$ cat config.mk
export PLATFORM = sky130hd
export DESIGN_NAME = sdr_cke_ctrl
export DESIGN_NICKNAME = d
export VERILOG_FILES = /design/src/rtl/sdr_cke_pkg.sv /design/src/rtl/sdr_cke_idle_scan.sv /design/src/rtl/sdr_cke_fsm.sv /design/src/rtl/sdr_cke_cmd_gate.sv /design/src/rtl/sdr_cke_ctrl.sv
export SDC_FILE = /design/constraint.sdc
export NUM_CORES = 1
export LEC_CHECK = 0
export BUFFER_PORTS_ARGS = -buffer_cell sky130_fd_sc_hd__buf_2
export CORE_AREA = 2 2 39 41
export CTS_CLUSTER_DIAMETER = 200
export CTS_CLUSTER_SIZE = 10
export DETAILED_ROUTE_END_ITERATION = 8
export DIE_AREA = 0 0 41 43
export SYNTH_ARGS = -nofsm -noshare
export SYNTH_HDL_FRONTEND = slang
export SYNTH_SLANG_ARGS = --single-unit
$ cat constraint.sdc
create_clock -name clk -period 1.94 [get_ports clk]
set_clock_uncertainty 0.1 [all_clocks]
set_input_delay 0.388 -clock clk [delete_from_list [all_inputs] [get_ports clk]]
set_output_delay 0.388 -clock clk [all_outputs]
set_load 0.05 [all_outputs]
$ cat src/rtl/sdr_cke_pkg.sv
package sdr_cke_pkg;

   typedef enum logic [1:0] {
      CK_RUN  = 2'd0,
      CK_SUSP = 2'd1,
      CK_PDN  = 2'd2
   } ck_state_e;

   typedef struct packed {
      logic cs_n;
      logic ras_n;
      logic cas_n;
      logic we_n;
   } cmd_pins_t;

   // Strobe combination that carries no operation.
   function automatic logic cmd_is_nop(input cmd_pins_t c);
      return c.ras_n & c.cas_n & c.we_n;
   endfunction

   // Where a stop lands, based on the bank picture at the stopping edge.
   function automatic ck_state_e stop_target(input logic all_idle);
      return all_idle ? CK_PDN : CK_SUSP;
   endfunction

endpackage

$ cat src/rtl/sdr_cke_idle_scan.sv
module sdr_cke_idle_scan #(
   parameter int NUM_BANKS = 4
) (
   input  logic [NUM_BANKS-1:0] bank_idle,
   output logic                 all_idle
);
   generate
      if (NUM_BANKS == 1) begin : g_single
         assign all_idle = bank_idle[0];
      end else begin : g_multi
         assign all_idle = &bank_idle;
      end
   endgenerate
endmodule

$ cat src/rtl/sdr_cke_fsm.sv
module sdr_cke_fsm
   import sdr_cke_pkg::*;
(
   input  logic      clk,
   input  logic      rst_n,
   input  logic      cke,
   input  logic      all_idle,
   output ck_state_e state
);
   ck_state_e nxt;

   always_comb begin
      nxt = state;
      unique case (state)
         CK_RUN:          if (!cke) nxt = stop_target(all_idle);
         CK_SUSP, CK_PDN: if (cke)  nxt = CK_RUN;
         default:         nxt = CK_RUN;
      endcase
   end

   always_ff @(posedge clk) begin
      if (!rst_n) state <= CK_RUN;
      else        state <= nxt;
   end
endmodule

$ cat src/rtl/sdr_cke_cmd_gate.sv
module sdr_cke_cmd_gate
   import sdr_cke_pkg::*;
(
   input  ck_state_e state,
   input  cmd_pins_t cmd,
   output logic      clk_active,
   output logic      freeze,
   output logic      pd_active,
   output logic      cmd_accept
);
   assign clk_active = (state == CK_RUN);
   assign freeze     = !clk_active;
   assign pd_active  = (state == CK_PDN);
   assign cmd_accept = clk_active & !cmd.cs_n & !cmd_is_nop(cmd);
endmodule

$ cat src/rtl/sdr_cke_ctrl.sv
module sdr_cke_ctrl
   import sdr_cke_pkg::*;
#(
   parameter int NUM_BANKS = 4
) (
   input  logic                 clk,
   input  logic                 rst_n,
   input  logic                 cke,
   input  logic [NUM_BANKS-1:0] bank_idle,
   input  logic                 cs_n,
   input  logic                 ras_n,
   input  logic                 cas_n,
   input  logic                 we_n,
   output logic                 clk_active,
   output logic                 freeze,
   output logic                 pd_active,
   output logic                 cmd_accept
);
   generate
      if (NUM_BANKS < 1 || NUM_BANKS > 16) begin : g_bad_banks
         $error("sdr_cke_ctrl: NUM_BANKS must be 1..16");
      end
   endgenerate

   logic      all_idle;
   ck_state_e state;
   cmd_pins_t cmd;

   assign cmd = '{cs_n: cs_n, ras_n: ras_n, cas_n: cas_n, we_n: we_n};

   sdr_cke_idle_scan #(.NUM_BANKS(NUM_BANKS)) u_scan (
      .bank_idle (bank_idle),
      .all_idle  (all_idle)
   );

   sdr_cke_fsm u_fsm (
      .clk      (clk),
      .rst_n    (rst_n),
      .cke      (cke),
      .all_idle (all_idle),
      .state    (state)
   );

   sdr_cke_cmd_gate u_gate (
      .state      (state),
      .cmd        (cmd),
      .clk_active (clk_active),
      .freeze     (freeze),
      .pd_active  (pd_active),
      .cmd_accept (cmd_accept)
   );
endmodule

==> metrics.md <==
| Metric | Value |
|---|---|
| Largest regs | `u_fsm.state (2)` |
| Layout Area Growth over Synthesis | `89.2%` |
| Tot GR Track Use | `0.0521` |
| Reg clk slew, reported paths | `0.03 ns` |
| IO Count | `15` |
| Warnings from Yosys | `0` |
| Per-cell routed wire length | `7.14 µm` |
| Post-CTS setup buffer count | `0` |
| FMAX | `0.548 GHz` |
| Max VDD drop | `263 µV` |
| Most frequent cell after synthesis | `inv_1` |
| Endpoint class of the critical path | `output pin` |
| Hold Crit Start | `rst_n` |
| Worst Tran Pin Value | `0.250 ns` |
| Status | `completed` |
| Clock sink count | `2` |
| Setup-failing EPs final | `0` |
| DR iter-0 viols | `5` |
| RSZ-0062 raised after global routing | `no` |
| Clock Tree Root | `clkbuf_4` |
| Sequential share of the synthesized area | `0.246` |
| Largest net degree at the start of global routing | `4` |
| Final critical-path required period | `1.83 ns` |
| M3 GR Usage | `0.0628` |
| Flop2flop setup slack | `0.49 ns` |
| Worst setup SP type | `flop` |
| Critical Path RT | `1.45 ns` |
| Post-synth ARST share | `0` |
| Placeable Area | `1380 µm²` |
| Largest area contributor in the netlist | `dfxtp_1` |
| Number of antenna repair diodes | `0` |
| Vias in the first global route | `135` |
| Via density per instance | `3.53` |
| Main flop type after synthesis | `dfxtp_1` |
| # H-tree levels | `1` |
| Critical Path Fanout Max | `3` |
| GRT busiest layer | `met3` |
| PostCTS Resize Cnt | `0` |
| Final Worst Setup Slack | `0.114 ns` |
| GRT overflow | `0` |
| Final core utilization | `0.222` |
| IO Port Bufs | `14` |
| Max clock buf depth | `2` |
| Synth top area share | `0.246` |
| PD cells | `721 nW/µm²` |
| Net Count, Synth | `32` |
| Final Hold Viols | `0` |
| Mapped cell area | `163 µm²` |
| Layout cells sized above 1 | `0.600` |
| Top cells by area, synth | `dfxtp_1, ha_1, inv_1` |
| Hold_buf cts | `0` |
| Worst Hold End | `u_fsm.state[0]` |
| Syn Area/Cell | `9.04 µm²` |
| Hold Path Cell Cnt | `2` |
| 1st-pass router iterations | `2` |
| Clk_lat worst skew | `0.22 ns` |
| FF-to-FF path depth | `5` |
| Routed Antenna Nets | `0` |
| Leakage power | `0.000154 µW` |
| CTS tree | `yes` |
| Critical path type | `reg2out` |
| Setup TNS | `0 ns` |
| Worst hold path type | `in2reg` |
| Sequential share of power | `0.205` |
| Die H | `43 µm` |
| Initial cell density of the core | `0.118` |
| Post-synth EDFFs | `0` |
| Clk pwr share | `0.412` |
| Chip width | `41 µm` |
| Worst rel slew slack | `0.834` |
| Max reg flops | `2` |
| Routed vias | `180` |
| DP HPWL | `317 µm` |
| First-pass GRT wire length | `517 µm` |
| Unique cell type count in the Yosys netlist | `12` |
| Pint | `144 µW` |
| Post-Place Worst Slack | `0.273 ns` |
| Gate power share | `0.383` |
| Reg with most FFs | `u_fsm.state` |
| Initial antenna violation count | `0` |
| Routability cong. | `0.559` |
| Met1 Usage GRT | `0.0543` |
| Die footprint | `1760 µm²` |
| Fin. max-slew vios | `0` |
| Filler instances | `154` |
| Commonest cells post-synth | `inv_1, ha_1, dfxtp_1` |
| Row cnt | `14` |
| Net Sw Frac | `0.349` |
| TritonCTS buffer count | `3` |
| Max Cap Violations | `0` |
| Total power | `222 µW` |
| Reg-to-reg endpoint | `u_fsm.state[0]` |
| Reg2reg start | `u_fsm.state[0]` |
| Total routed wirelength | `364 µm` |
| Switch Pwr | `77.5 µW` |
| # nets final | `51` |
| Tcrit/Tclk final | `0.941` |
| Met2 GRT Util | `0.0531` |
| DRC | `0` |
| Number of synthesized register bits | `2` |
| Syn Inst Count | `18` |
| Arrival time of the worst setup path | `1.34 ns` |
through the flow:
step | instance area, µm² | hold slack [ns] | cells
6_report | 308 | 0.323 | 51
5_1_grt | 308 | 0.363 | 51
3_5_place_dp | 283 | 0.392 | 48
2_1_floorplan | 193 | 0.376 | 18
3_3_place_gp | 283 | 0.390 | 48
4_1_cts | 305 | 0.316 | 51
worst max path at each step:
stage,start,end,slack [ns],cells after the start
final,u_fsm.state[0],cmd_accept,0.11,5
after global routing,u_fsm.state[0],cmd_accept,0.02,5
after CTS,u_fsm.state[0],cmd_accept,0.03,5
after detailed placement,u_fsm.state[0],cmd_accept,0.27,5
after global placement,u_fsm.state[0],cmd_accept,0.28,5
after floorplan,u_fsm.state[0],cmd_accept,0.11,4
cell families after synthesis:
family	Yosys count	synth area share
fa+ha+maj	3	0.231
simple gates	5	0.154
buf+inv	4	0.0923
compound gates	3	0.185
mux	1	0.0923
flops	2	0.246
per-layer routing:
| layer | part of all wire | vias up |
|---|---|---|
| li1 | - | 98 |
| met1 | 0.42 | 73 |
| met2 | 0.43 | 9 |
| met3 | 0.14 | 0 |
| met4 | 0 | 0 |
| met5 | 0 | - |
final cells by class:
cell class	count	area, µm²	area share
Sequential cell	2	40.0	0.130
Clock buffer	3	22.5	0.0732
Timing Repair Buffer	14	72.6	0.236
Inverter	4	15.0	0.0488
Multi-Input combinational cell	12	138	0.447
Tap cell	16	20.0	0.0650
power groups by stage:
stage                     Sequential, µW  Clock (µW)  Combinational [µW]
after floorplan                     45.8           0                64.7
after global placement              46.2           0                83.7
after detailed placement            46.0           0                84.6
after CTS                           45.5        98.6                84.8
after global routing                45.7        99.3                91.3
final                               45.5        91.4                84.9
worst max-delay path: stages, from the launching register on:
cell and delay (ns):
dfxtp_1 0.30, inv_1 0.13, ha_4 0.16, inv_1 0.06, a311oi_4 0.24, buf_4 0.23
layout by cell type (no fill, tap or decap), drive strengths merged:
| master | count |
|---|---|
| dfxtp | 2 |
| a311oi | 1 |
| ha | 3 |
| inv | 4 |
| nor2 | 1 |
| nor2b | 1 |
| mux2 | 1 |
| clkbuf | 3 |
| o31ai | 1 |
| nand2 | 1 |
| nand3 | 1 |
| nand4 | 1 |
| a32oi | 1 |
| buf | 14 |
(Power assumes the default switching activity.)
